[config.mk]
export PLATFORM = sky130hd
export DESIGN_NAME = wide_tick_counter
export DESIGN_NICKNAME = d
export VERILOG_FILES = /design/src/rtl/wtc_pkg.sv /design/src/rtl/wtc_apply_pipe.sv /design/src/rtl/wtc_count_core.sv /design/src/rtl/wtc_wstatus.sv /design/src/rtl/wide_tick_counter.sv
export SDC_FILE = /design/constraint.sdc
export NUM_CORES = 1
export LEC_CHECK = 0
export ABC_AREA = 0
export BUFFER_PORTS_ARGS = -buffer_cell sky130_fd_sc_hd__buf_2
export CELL_PAD_IN_SITES_DETAIL_PLACEMENT = 0
export CELL_PAD_IN_SITES_GLOBAL_PLACEMENT = 1
export CORE_MARGIN = 4
export CORE_UTILIZATION = 35
export DETAILED_ROUTE_END_ITERATION = 16
export PLACE_DENSITY = 0.73
export SLEW_MARGIN = 0
export SYNTH_ARGS = -nofsm -noshare
export SYNTH_HDL_FRONTEND = slang
export SYNTH_SLANG_ARGS = --single-unit
[constraint.sdc]
create_clock -name clk -period 3 [get_ports clk]
set_input_delay 0.6 -clock clk [delete_from_list [all_inputs] [get_ports clk]]
set_output_delay 0.6 -clock clk [all_outputs]
set_load 0.005 [all_outputs]
[src/rtl/wtc_pkg.sv]
package wtc_pkg;

    localparam int WORD_W = 32;
    localparam int CNT_W  = 2 * WORD_W;
    localparam int ADDR_W = 12;
    localparam int ST_W   = 3;
    localparam int RUN_BIT = 8;

    localparam logic [ADDR_W-1:0] OFS_CNT_LO = 12'h100;
    localparam logic [ADDR_W-1:0] OFS_CNT_HI = 12'h104;
    localparam logic [ADDR_W-1:0] OFS_WSTAT  = 12'h110;
    localparam logic [ADDR_W-1:0] OFS_CTRL   = 12'h240;

    typedef enum logic [1:0] {
        TGT_NONE = 2'd0,
        TGT_LO   = 2'd1,
        TGT_HI   = 2'd2,
        TGT_CTRL = 2'd3
    } wr_tgt_e;

    typedef struct packed {
        wr_tgt_e           tgt;
        logic [WORD_W-1:0] data;
    } pend_wr_t;

    function automatic wr_tgt_e decode_tgt(input logic [ADDR_W-1:0] a);
        case (a)
            OFS_CNT_LO: return TGT_LO;
            OFS_CNT_HI: return TGT_HI;
            OFS_CTRL:   return TGT_CTRL;
            default:    return TGT_NONE;
        endcase
    endfunction

    function automatic logic [ST_W-1:0] tgt_flag(input wr_tgt_e t);
        case (t)
            TGT_LO:   return 3'b001;
            TGT_HI:   return 3'b010;
            TGT_CTRL: return 3'b100;
            default:  return 3'b000;
        endcase
    endfunction

endpackage

[src/rtl/wtc_apply_pipe.sv]
module wtc_apply_pipe
    import wtc_pkg::*;
#(
    parameter int LAT = 3
) (
    input  logic     clk,
    input  logic     rst,
    input  pend_wr_t in_wr,
    output pend_wr_t out_wr
);

    pend_wr_t [LAT-1:0] stage_q;

    always_ff @(posedge clk) begin
        if (rst) begin
            stage_q <= '0;
        end else begin
            stage_q[0] <= in_wr;
            for (int i = 1; i < LAT; i++) begin
                stage_q[i] <= stage_q[i-1];
            end
        end
    end

    assign out_wr = stage_q[LAT-1];

endmodule

[src/rtl/wtc_count_core.sv]
module wtc_count_core
    import wtc_pkg::*;
(
    input  logic            clk,
    input  logic            rst,
    input  pend_wr_t        apply_wr,
    output logic [CNT_W-1:0] cnt_q,
    output logic            run_q,
    output logic [ST_W-1:0] done_mask
);

    logic [CNT_W-1:0] cnt_d;
    logic             run_d;
    logic             word_hit;

    assign word_hit = (apply_wr.tgt == TGT_LO) || (apply_wr.tgt == TGT_HI);

    always_comb begin
        cnt_d     = run_q ? cnt_q + CNT_W'(1) : cnt_q;
        run_d     = run_q;
        done_mask = '0;
        case (apply_wr.tgt)
            TGT_LO: begin
                if (!run_q) begin
                    cnt_d[WORD_W-1:0] = apply_wr.data;
                    done_mask         = tgt_flag(TGT_LO);
                end
            end
            TGT_HI: begin
                if (!run_q) begin
                    cnt_d[CNT_W-1:WORD_W] = apply_wr.data;
                    done_mask             = tgt_flag(TGT_HI);
                end
            end
            TGT_CTRL: begin
                run_d     = apply_wr.data[RUN_BIT];
                done_mask = tgt_flag(TGT_CTRL);
            end
            default: ;
        endcase
    end

    always_ff @(posedge clk) begin
        if (rst) begin
            cnt_q <= '0;
            run_q <= 1'b0;
        end else begin
            cnt_q <= cnt_d;
            run_q <= run_d;
        end
    end

    AST_RUN_STEP: assert property (@(posedge clk) disable iff (rst)
        run_q |=> (cnt_q == $past(cnt_q) + CNT_W'(1)));

    AST_HALT_HOLD: assert property (@(posedge clk) disable iff (rst)
        (!run_q && !word_hit) |=> $stable(cnt_q));

endmodule

[src/rtl/wtc_wstatus.sv]
module wtc_wstatus
    import wtc_pkg::*;
(
    input  logic            clk,
    input  logic            rst,
    input  logic [ST_W-1:0] set_mask,
    input  logic [ST_W-1:0] clr_mask,
    output logic [ST_W-1:0] flags_q
);

    always_ff @(posedge clk) begin
        if (rst) begin
            flags_q <= '0;
        end else begin
            flags_q <= (flags_q & ~clr_mask) | set_mask;
        end
    end

    AST_STICKY_FLAGS: assert property (@(posedge clk) disable iff (rst)
        1'b1 |=> ((($past(flags_q) & ~$past(clr_mask)) & ~flags_q) == '0));

    AST_SET_BY_APPLY: assert property (@(posedge clk) disable iff (rst)
        1'b1 |=> ((flags_q & ~$past(flags_q) & ~$past(set_mask)) == '0));

    AST_ONE_APPLY: assert property (@(posedge clk) disable iff (rst)
        $onehot0(set_mask));

endmodule

[src/rtl/wide_tick_counter.sv]
module wide_tick_counter
    import wtc_pkg::*;
#(
    parameter int APPLY_LAT = 3
) (
    input  logic              clk,
    input  logic              rst,
    input  logic              bus_wr,
    input  logic [11:0]       bus_addr,
    input  logic [31:0]       bus_wdata,
    output logic [31:0]       bus_rdata,
    output logic [63:0]       count_out
);

    pend_wr_t         in_wr;
    pend_wr_t         apply_wr;
    logic [CNT_W-1:0] cnt_q;
    logic             run_q;
    logic [ST_W-1:0]  done_mask;
    logic [ST_W-1:0]  clr_mask;
    logic [ST_W-1:0]  flags_q;

    always_comb begin
        in_wr.tgt  = bus_wr ? decode_tgt(bus_addr) : TGT_NONE;
        in_wr.data = bus_wdata;
    end

    assign clr_mask = (bus_wr && (bus_addr == OFS_WSTAT)) ? bus_wdata[ST_W-1:0] : '0;

    wtc_apply_pipe #(.LAT(APPLY_LAT)) u_pipe (
        .clk    (clk),
        .rst    (rst),
        .in_wr  (in_wr),
        .out_wr (apply_wr)
    );

    wtc_count_core u_core (
        .clk       (clk),
        .rst       (rst),
        .apply_wr  (apply_wr),
        .cnt_q     (cnt_q),
        .run_q     (run_q),
        .done_mask (done_mask)
    );

    wtc_wstatus u_status (
        .clk      (clk),
        .rst      (rst),
        .set_mask (done_mask),
        .clr_mask (clr_mask),
        .flags_q  (flags_q)
    );

    always_comb begin
        bus_rdata = '0;
        case (bus_addr)
            OFS_CNT_LO: bus_rdata = cnt_q[WORD_W-1:0];
            OFS_CNT_HI: bus_rdata = cnt_q[CNT_W-1:WORD_W];
            OFS_WSTAT:  bus_rdata[ST_W-1:0] = flags_q;
            OFS_CTRL:   bus_rdata[RUN_BIT] = run_q;
            default:    bus_rdata = '0;
        endcase
    end

    assign count_out = cnt_q;

    AST_RUN_HOLDS: assert property (@(posedge clk) disable iff (rst)
        (apply_wr.tgt != TGT_CTRL) |=> (run_q == $past(run_q)));

endmodule

==> impl_metrics.tcl, run 1 <==
set metrics [dict create \
    min-delay-path-class "in2reg" \
    worst-r2r-cell-count 5 \
    commonest_cells_after_routing_fill_and_taps_aside "170 x sky130_fd_sc_hd__dfxtp_1, 141 x sky130_fd_sc_hd__buf_2, 104 x sky130_fd_sc_hd__nor2b_1" \
    post_synth.cell_area_avg_um2 9.43 \
    worst_clock_skew_ns 0.0108 \
    whs_ns 0.374 \
    ios 143 \
    achievable-frequency_ghz 0.335 \
    cts_tree "built" \
    cts_root_buf "sky130_fd_sc_hd__clkbuf_16" \
    fin_crit_sh 0.995 \
    whs_path_depth 2 \
    clk_latency_ns 0.43 \
    via_count 5741 \
    layout_area_growth_over_synthesis_pct 24.6 \
    crit_type "in2out" \
    synth_warnings 0 \
    port_buffers 142 \
    syn_area_um2 6900 \
    antenna-diode-count 0 \
    worstPathCellList "buf_2 -> or4_4 -> nor4_2 -> and3_2 -> buf_12 -> buf_4 -> a22o_1 -> buf_2" \
    buffer_levels_on_the_longest_clock_path 2 \
    total_power_after_layout_mw 4.56 \
    total_leakage_power_nw 3.54 \
    worst_path_max_delay_cell "sky130_fd_sc_hd__or4_4" \
    power_density_nw_per_um2 530 \
    signal_arrival_time_at_the_worst_endpoint_ns 2.39 \
    yosysUniqueCellTypes 50 \
    drt-initial-drc-count 370 \
    status "complete, no violations" \
    crit_path_end_kind "primary output" \
    worst_setup_path_start_kind "input pin" \
    finalWirelength_um 19000 \
    critical_path.most_common_cell "sky130_fd_sc_hd__buf_2" \
    grt_start_max_net_pins 58 \
    hpwlAfterDp_um 14000 \
    cts.clk_slew.worst_paths_ns 0.07 \
    grt_antenna_before_repair 0 \
    post_drt_wl_per_cell_um 16.4 \
    final_gp_congestion 0.809 \
    drc_errors 0 \
    chipHeight_um 148 \
    antenna_violating_nets_left 0 \
    wire_length_of_the_first_global_routing_pass_um 29300 \
    track_usage 0.171 \
    die_area_um2 22000 \
    power.ir.vdd_worst_v 0.000390 \
    final_max_slew_viol_count 0 \
    grt_remaining_overflow 0 \
    setup_failing_eps_final 0 \
    layout_min_cycle_time_ns 2.99 \
    synth.yosys.seq_area_share 0.493 \
    vias_per_cell 4.95 \
    cts_sinks 170 \
    cts_buffers 17 \
    synth.ff_latch_count 170 \
    timing.final.hold_violations 0 \
    core_area_um2 19400 \
    fin_nets 929 \
    largest_driver_fanout_on_the_critical_path 11 \
    worst-slew-pin-transition_ns 0.609 \
    syn-num-nets 780 \
    fin_setup_tns_ns 0 \
    most_common_cell_after_layout_fill_and_taps_aside "sky130_fd_sc_hd__dfxtp_1" \
    worst_slew_margin_rel 0.593 \
    num-fill-cells 1961 \
    initial_utilization 0.356 \
    critical_path_required_ns 2.40 \
    drt-pass1-iter-count 5 \
    syn-instance-count 732 \
    drv.max_cap_violation_count 0 \
    cts_max_level 4 \
    layout-drive-gt1-share 0.262 \
    first_global_vias 5247 \
    fp.dieW_um 148 \
    placement_rows 51 \
    highest_cell_delay_on_the_worst_timing_path_ns 0.54 \
]
[metrics by stage]
| step | worst slack [ns] | instance area, um^2 | instances | utilization |
|---|---|---|---|---|
| after floorplan | 0.138 | 6900 | 732 | - |
| after global placement | -0.0893 | 7970 | 1125 | 0.411 |
| after detailed placement | -0.132 | 7970 | 1125 | 0.411 |
| after CTS | 0.00817 | 8560 | 1157 | 0.441 |
| after global routing | -0.0314 | 8600 | 1159 | 0.443 |
| final | 0.0142 | 8600 | 1159 | 0.443 |
[critical path, delay by kind of cell]
family | cells | cell delay, ns
simple gates | 3 | 1.10
compound gates | 1 | 0.16
buf+inv | 4 | 0.52
[registers in the layout, indices dropped and copies added (netlist names)]
| name | cells |
|---|---|
| u_status.flags_q | 3 |
| u_core.cnt_q | 64 |
| u_pipe.stage_q | 68 |
| u_pipe.out_wr | 34 |
| u_core.run_q | 1 |
[final timing paths]
check                                  startpoint                 end  slack [ns]
worst max-delay path                 bus_addr[10]       bus_rdata[26]        0.01
worst min-delay path                 bus_wdata[5]   u_pipe.stage_q[5]        0.37
worst max register to register   u_core.cnt_q[29]    u_core.cnt_q[39]        0.54
worst min register to register  u_pipe.stage_q[4]  u_pipe.stage_q[38]        0.43
[Yosys cell counts, drive strengths merged]
| master | count | share of area |
|---|---|---|
| or2 | 1 | 0.00091 |
| o31ai | 3 | 0.0033 |
| and3 | 11 | 0.011 |
| clkbuf | 37 | 0.024 |
| dlygate4sd1 | 2 | 0.0025 |
| xnor2 | 26 | 0.033 |
| a211oi | 49 | 0.053 |
| or3 | 14 | 0.013 |
| a221o | 1 | 0.0015 |
| a21oi | 7 | 0.0051 |
| a21boi | 1 | 0.0011 |
| mux2 | 1 | 0.0016 |
| buf | 6 | 0.0049 |
| nand2 | 34 | 0.019 |
| dfxtp | 170 | 0.49 |
| a22o | 23 | 0.029 |
| o21bai | 2 | 0.0022 |
| xor2 | 21 | 0.027 |
| nor2b | 105 | 0.095 |
| and4 | 8 | 0.011 |
| nand2b | 3 | 0.0027 |
| nor3 | 12 | 0.011 |
| nor2 | 77 | 0.042 |
| or4b | 1 | 0.0020 |
| nor4 | 11 | 0.014 |
| ha | 1 | 0.0018 |
| a311oi | 14 | 0.018 |
| and4b | 1 | 0.0015 |
| or4 | 2 | 0.0022 |
| inv | 11 | 0.0060 |
| nand4 | 21 | 0.021 |
| mux2i | 3 | 0.0044 |
| a222oi | 3 | 0.0044 |
| nand3 | 24 | 0.017 |
| nor4bb | 1 | 0.0015 |
| o21ai | 17 | 0.012 |
| and2 | 8 | 0.0073 |
[layer usage]
| metal | global-route usage | vias to the layer above | wire [um] |
|---|---|---|---|
| met3 | 0.0363 | 28 | 1090 |
| li1 | - | 2876 | - |
| met4 | 0.0596 | 0 | 403 |
| met5 | 0 | - | 0 |
| met2 | 0.267 | 182 | 8660 |
| met1 | 0.235 | 2655 | 8880 |
[logic make-up (layout without fill, tap and decap cells)]
kind of cell,count (synthesis),after routing,synth area share
and+or+nand+nor,334,334,0.271
buffers and inverters,56,218,0.0379
adders and majority gates,1,1,0.00181
AOI/OAI and AO/OA,120,120,0.130
muxes,4,4,0.00598
xor gates and xnor gates,47,47,0.0596
DFF,170,170,0.493
[layout make-up]
type	count	area (um^2)	share of cell area
multi-input combinational	506	3260	0.379
tap	265	332	0.0386
clock buffer	18	429	0.0499
clock inverter	14	145	0.0169
timing repair buffer	175	986	0.115
inverter	11	41.3	0.00480
sequential	170	3400	0.396
[power breakdown]
group          internal [mW]  switching, mW
Clock                   1.11           1.00
Sequential              2.31         0.0181
Combinational         0.0563         0.0564
[what timing repair did]
item / CTS / global route
hold buffers: 0 / 0
pin swaps: 0 / 1
buffers inserted: 0 / 2
endpoints found under the hold margin: 0 / 0
gates resized for setup: 7 / 7
endpoints found under the setup margin: 27 / 29
Power figures use the tool's default switching activity.
==> inputs of run 2 (changes only) <==
clock period = 3.83 ns   (was 3 ns; I/O delays follow)
==> run 2 against run 1 <==
  * Clock power fell by 19%
  * Cell area fell by 2.3%
  * Combinational power fell by 23%
  * Count of clock-buffer cells in the layout did not move
  * Register-to-register slack improved by 0.57 ns
  * Routed wire length fell by 0.32%
  * Sequential share of layout area rose by 0.94 points
  * Non-clock buffer count fell by 22
  * Power fell by 20%
  * Cell count fell by 1.9%
  * Sequential power fell by 22%
  * Critical path depth did not move
==> impl_metrics.tcl, run 2 (synthesis results as in run 1) <==
set metrics [dict create \
    max_flop_register "u_pipe.stage_q" \
    total_leakage_power_nw 3.41 \
    die_area_um2 22000 \
    fin_nets 907 \
    final_max_slew_viol_count 0 \
    worst_slew_margin_rel 0.424 \
    finalWirelength_um 19000 \
    placed_area_um2 7810 \
    drt-initial-drc-count 371 \
    largest_driver_fanout_on_the_critical_path 7 \
    drc_errors 0 \
    setup_failing_eps_final 0 \
    port_buffers 142 \
    final_gp_congestion 0.799 \
    cts.clk_slew.worst_paths_ns 0.07 \
    fin_setup_tns_ns 0 \
    cts_sinks 170 \
    grt_remaining_overflow 0 \
    placement_rows 51 \
    via_count 5605 \
    setup_repair_after_global_routing_missed_its_margin "false" \
    antenna_violating_nets_left 0 \
    status "complete, no violations" \
    ios 143 \
    wire_length_of_the_first_global_routing_pass_um 29500 \
    layout_min_cycle_time_ns 3.60 \
    timing.final.hold_violations 0 \
    power.ir.vdd_worst_v 0.000326 \
    clk_latency_ns 0.43 \
    antenna-diode-count 0 \
    buffer_levels_on_the_longest_clock_path 2 \
    first_global_vias 5231 \
    cts_max_level 4 \
    post-route-cell-area_um2 8400 \
    cts_buffers 17 \
    layout-drive-gt1-share 0.236 \
    grt_antenna_before_repair 0 \
    cts_tree "built" \
    post_cts_hold_buffer_count 0 \
    hpwlAfterDp_um 13800 \
    post_drt_wl_per_cell_um 16.7 \
    post_cts.repair.setup_buffers 0 \
    grt_start_max_net_pins 81 \
    min-delay-path-class "reg2reg" \
    crit_path_end_kind "primary output" \
    critical_path_required_ns 3.06 \
    layout_area_growth_over_synthesis_pct 21.7 \
    initial_utilization 0.356 \
    largest_reg_flops 68 \
    achievable-frequency_ghz 0.278 \
    fin_crit_sh 0.940 \
    core_area_um2 19400 \
    drt-pass1-iter-count 5 \
    drv.max_cap_violation_count 0 \
    cts-resized-gates 0 \
    worst-slew-pin-transition_ns 0.863 \
    worst_setup_path_start_kind "input pin" \
    track_usage 0.172 \
    most_common_cell_after_layout_fill_and_taps_aside "sky130_fd_sc_hd__dfxtp_1" \
    vias_per_cell 4.93 \
    commonest_cells_after_routing_fill_and_taps_aside "170 x sky130_fd_sc_hd__dfxtp_1, 141 x sky130_fd_sc_hd__buf_2, 105 x sky130_fd_sc_hd__nor2b_1" \
    signal_arrival_time_at_the_worst_endpoint_ns 2.83 \
    cts_root_buf "sky130_fd_sc_hd__clkbuf_16" \
    num-fill-cells 1995 \
    worst_clock_skew_ns 0.0122 \
    chipHeight_um 148 \
    power_density_nw_per_um2 431 \
    crit_type "in2out" \
    fp.dieW_um 148 \
]
==> run 2: cell types whose count changed in the layout (fill, tap and decap cells not counted), moves of 2 or more <==
cell,before,now
sky130_fd_sc_hd__buf_12,2,0
sky130_fd_sc_hd__buf_4,32,12
sky130_fd_sc_hd__clkinv_4,3,0
sky130_fd_sc_hd__clkinvlp_4,0,2
sky130_fd_sc_hd__inv_6,4,7
sky130_fd_sc_hd__inv_8,6,2
sky130_fd_sc_hd__o21ai_0,13,17
sky130_fd_sc_hd__o21ai_1,2,0
sky130_fd_sc_hd__o21ai_2,2,0
==> run 2: critical path, stage by stage <==
cell	delay (ns)
sky130_fd_sc_hd__buf_2	0.09
sky130_fd_sc_hd__or4_1	0.53
sky130_fd_sc_hd__nor4_1	0.30
sky130_fd_sc_hd__nor2b_1	0.20
sky130_fd_sc_hd__and2_1	0.27
sky130_fd_sc_hd__inv_1	0.18
sky130_fd_sc_hd__o21ai_0	0.31
sky130_fd_sc_hd__buf_2	0.18
==> run 2: power breakdown <==
group | switching, mW | internal, mW
clock network | 0.775 | 0.941
registers | 0.0141 | 1.81
logic | 0.0435 | 0.0430
==> run 2: through the flow <==
step	hold WS (ns)	instances	power (mW)	utilization	worst slack, ns
3_5_place_dp	0.420	1105	1.95	0.403	0.231
4_1_cts	0.437	1137	3.66	0.433	0.236
3_3_place_gp	0.418	1105	1.95	0.403	0.306
2_1_floorplan	0.414	732	1.91	-	0.636
6_report	0.432	1137	3.62	0.433	0.229
5_1_grt	0.456	1137	3.76	0.433	0.00588
==> run 2: path summary, 6_finish.rpt <==
check / start / end / slack [ns] / cells past startpoint
worst min register to register: u_pipe.stage_q[34] / u_pipe.out_wr[0] / 0.43 / 1
worst max register to register: u_core.cnt_q[1] / u_core.cnt_q[46] / 1.11 / 5
worst min-delay path: u_pipe.stage_q[34] / u_pipe.out_wr[0] / 0.43 / 1
worst max-delay path: bus_addr[10] / bus_rdata[25] / 0.23 / 8
==> run 2: area by class of cell <==
| class | count | area (um^2) | area share |
|---|---|---|---|
| clock buffer | 18 | 439 | 0.0523 |
| clock inverter | 14 | 150 | 0.0179 |
| inverter | 11 | 41.3 | 0.00492 |
| multi-input combinational | 506 | 3240 | 0.385 |
| sequential | 170 | 3400 | 0.405 |
| tap | 265 | 332 | 0.0395 |
| timing repair buffer | 153 | 796 | 0.0948 |
==> run 2: layer usage <==
metal / routed length, um / global-route usage / vias to the layer above / part of all wire
met1: 9040 / 0.241 / 2594 / 0.48
met3: 1010 / 0.0399 / 27 / 0.053
met5: 0 / 0 / - / 0
li1: - / - / 2832 / -
met2: 8620 / 0.263 / 152 / 0.45
met4: 298 / 0.0513 / 0 / 0.016
==> inputs of run 3 (changes only) <==
REMOVE_ABC_BUFFERS = 1   (was unset)
==> run 3 against run 2 <==
  * Worst hold slack got worse by 0.0028 ns
  * Cell area increased by 0.83%
  * Power increased by 2.9%
  * Critical path depth unchanged
  * Clock power increased by 6%
  * Critical endpoint is now bus_rdata[18]
  * Largest power group unchanged
==> impl_metrics.tcl, run 3 (synthesis results as in run 1) <==
set metrics [dict create \
    status "complete, no violations" \
    power.ir.vdd_worst_v 0.000304 \
    placement_rows 51 \
    total_leakage_power_nw 3.43 \
    achievable-frequency_ghz 0.288 \
    fp.dieW_um 148 \
    clk_latency_ns 0.42 \
    cts_sinks 170 \
    whs_ns 0.429 \
    crit_type "in2out" \
    vias_per_cell 4.97 \
    post_cts_hold_buffer_count 0 \
    seq_area_um2 3400 \
    fin_crit_sh 0.908 \
    critical_path.most_common_cell "sky130_fd_sc_hd__buf_2" \
    drt-initial-drc-count 333 \
    setup_failing_eps_final 0 \
    fin_nets 906 \
    pre_cts_ws_ns 0.359 \
    signal_arrival_time_at_the_worst_endpoint_ns 2.71 \
    placed_area_um2 7840 \
    antenna-diode-count 0 \
    wire_length_of_the_first_global_routing_pass_um 29800 \
    final_max_slew_viol_count 0 \
    commonest_cells_after_routing_fill_and_taps_aside "170 x sky130_fd_sc_hd__dfxtp_1, 141 x sky130_fd_sc_hd__buf_2, 105 x sky130_fd_sc_hd__nor2b_1" \
    critical_path_required_ns 3.06 \
    ios 143 \
    timing.final.hold_violations 0 \
    most_common_cell_after_layout_fill_and_taps_aside "sky130_fd_sc_hd__dfxtp_1" \
    layout_area_growth_over_synthesis_pct 22.7 \
    area_taken_by_multi_input_logic_gates_um2 3240 \
    layout-drive-gt1-share 0.232 \
    track_usage 0.174 \
    post_cts.repair.setup_buffers 0 \
    power_density_nw_per_um2 440 \
    fin_setup_tns_ns 0 \
    buffer_levels_on_the_longest_clock_path 2 \
    post-route-cell-area_um2 8470 \
    worstPathCellList "buf_2 -> or4_1 -> nor4_1 -> and3_1 -> buf_12 -> inv_1 -> o21ai_0 -> buf_2" \
    cts_max_level 4 \
    drc_errors 0 \
    drv.max_cap_violation_count 0 \
    worst-slew-pin-transition_ns 0.641 \
    cts.clk_slew.worst_paths_ns 0.06 \
    initial_utilization 0.356 \
    min-delay-path-class "reg2reg" \
    post_drt_wl_per_cell_um 16.7 \
    drt-pass1-iter-count 5 \
    final_gp_congestion 0.823 \
    highest_cell_delay_on_the_worst_timing_path_ns 0.54 \
    antenna_violating_nets_left 0 \
    port_buffers 142 \
    cts_root_buf "sky130_fd_sc_hd__clkbuf_16" \
    first_global_vias 5279 \
    grt_antenna_before_repair 0 \
    cts-resized-gates 0 \
    num-fill-cells 1951 \
    largest_reg_flops 68 \
    cts_tree "built" \
    max_flop_register "u_pipe.stage_q" \
    cell_class_contributing_the_biggest_share_of_worst_path_delay "simple AND/OR/NAND/NOR gates" \
    die_area_um2 22000 \
    core_area_um2 19400 \
    worst_clock_skew_ns 0.00884 \
    layout_min_cycle_time_ns 3.48 \
    cts_buffers 17 \
    crit_path_end_kind "primary output" \
    worst_slew_margin_rel 0.572 \
    largest_driver_fanout_on_the_critical_path 31 \
    chipHeight_um 148 \
    path_buf_inv 4 \
    finalWirelength_um 19000 \
    grt_remaining_overflow 0 \
    hpwlAfterDp_um 13500 \
    setup_repair_after_global_routing_missed_its_margin "false" \
    via_count 5641 \
    worst_path_max_delay_cell "sky130_fd_sc_hd__or4_1" \
    grt_start_max_net_pins 70 \
    final_critical_path_setup_slack_ns 0.354 \
    worst_setup_path_start_kind "input pin" \
]
-- run 3: cell types whose count changed in the layout (fill, tap and decap cells not counted) --
cell                         change
sky130_fd_sc_hd__clkbuf_8        +1
sky130_fd_sc_hd__inv_8           -2
sky130_fd_sc_hd__bufinv_16       +3
sky130_fd_sc_hd__inv_6           -6
sky130_fd_sc_hd__buf_12          +3
sky130_fd_sc_hd__clkbuf_1        +3
sky130_fd_sc_hd__clkinvlp_4      +1
sky130_fd_sc_hd__buf_4           -4
sky130_fd_sc_hd__clkinv_8        -1
sky130_fd_sc_hd__clkinv_4        +1
-- run 3: area by class of cell --
cell class	count	area share
Clock inverter	10	0.0195
Clock buffer	22	0.0548
Timing Repair Buffer	152	0.0975
Inverter	11	0.00488
Tap cell	265	0.0392
Sequential cell	170	0.402
Multi-Input combinational cell	506	0.382
-- run 3: path summary, 6_finish.rpt --
check | start | slack [ns] | cells past startpoint | end
setup / recovery | bus_addr[10] | 0.35 | 8 | bus_rdata[18]
hold / removal | u_pipe.stage_q[22] | 0.43 | 1 | u_pipe.stage_q[56]
setup reg to reg | u_core.cnt_q[0] | 1.26 | 5 | u_core.cnt_q[46]
hold reg to reg | u_pipe.stage_q[22] | 0.43 | 1 | u_pipe.stage_q[56]
-- run 3: power by group --
group | total (mW) | internal (mW) | switching, mW
clock network | 1.82 | 1.13 | 0.692
registers | 1.82 | 1.81 | 0.0111
logic | 0.0891 | 0.0452 | 0.0438
total | 3.73 | 2.98 | 0.747
-- run 3: stage by stage --
step,total power [mW],utilization,cells
after floorplan,1.89,-,687
after global placement,1.95,0.404,1104
after detailed placement,1.95,0.404,1104
after CTS,3.78,0.437,1136
after global routing,3.86,0.437,1136
final,3.73,0.437,1136
-- run 3: metal layers --
| layer | global-route usage | vias up | part of all wire |
|---|---|---|---|
| met2 | 0.263 | 148 | 0.43 |
| met1 | 0.248 | 2660 | 0.50 |
| met4 | 0.0568 | 0 | 0.014 |
| li1 | - | 2818 | - |
| met3 | 0.0353 | 15 | 0.056 |
| met5 | 0 | - | 0 |
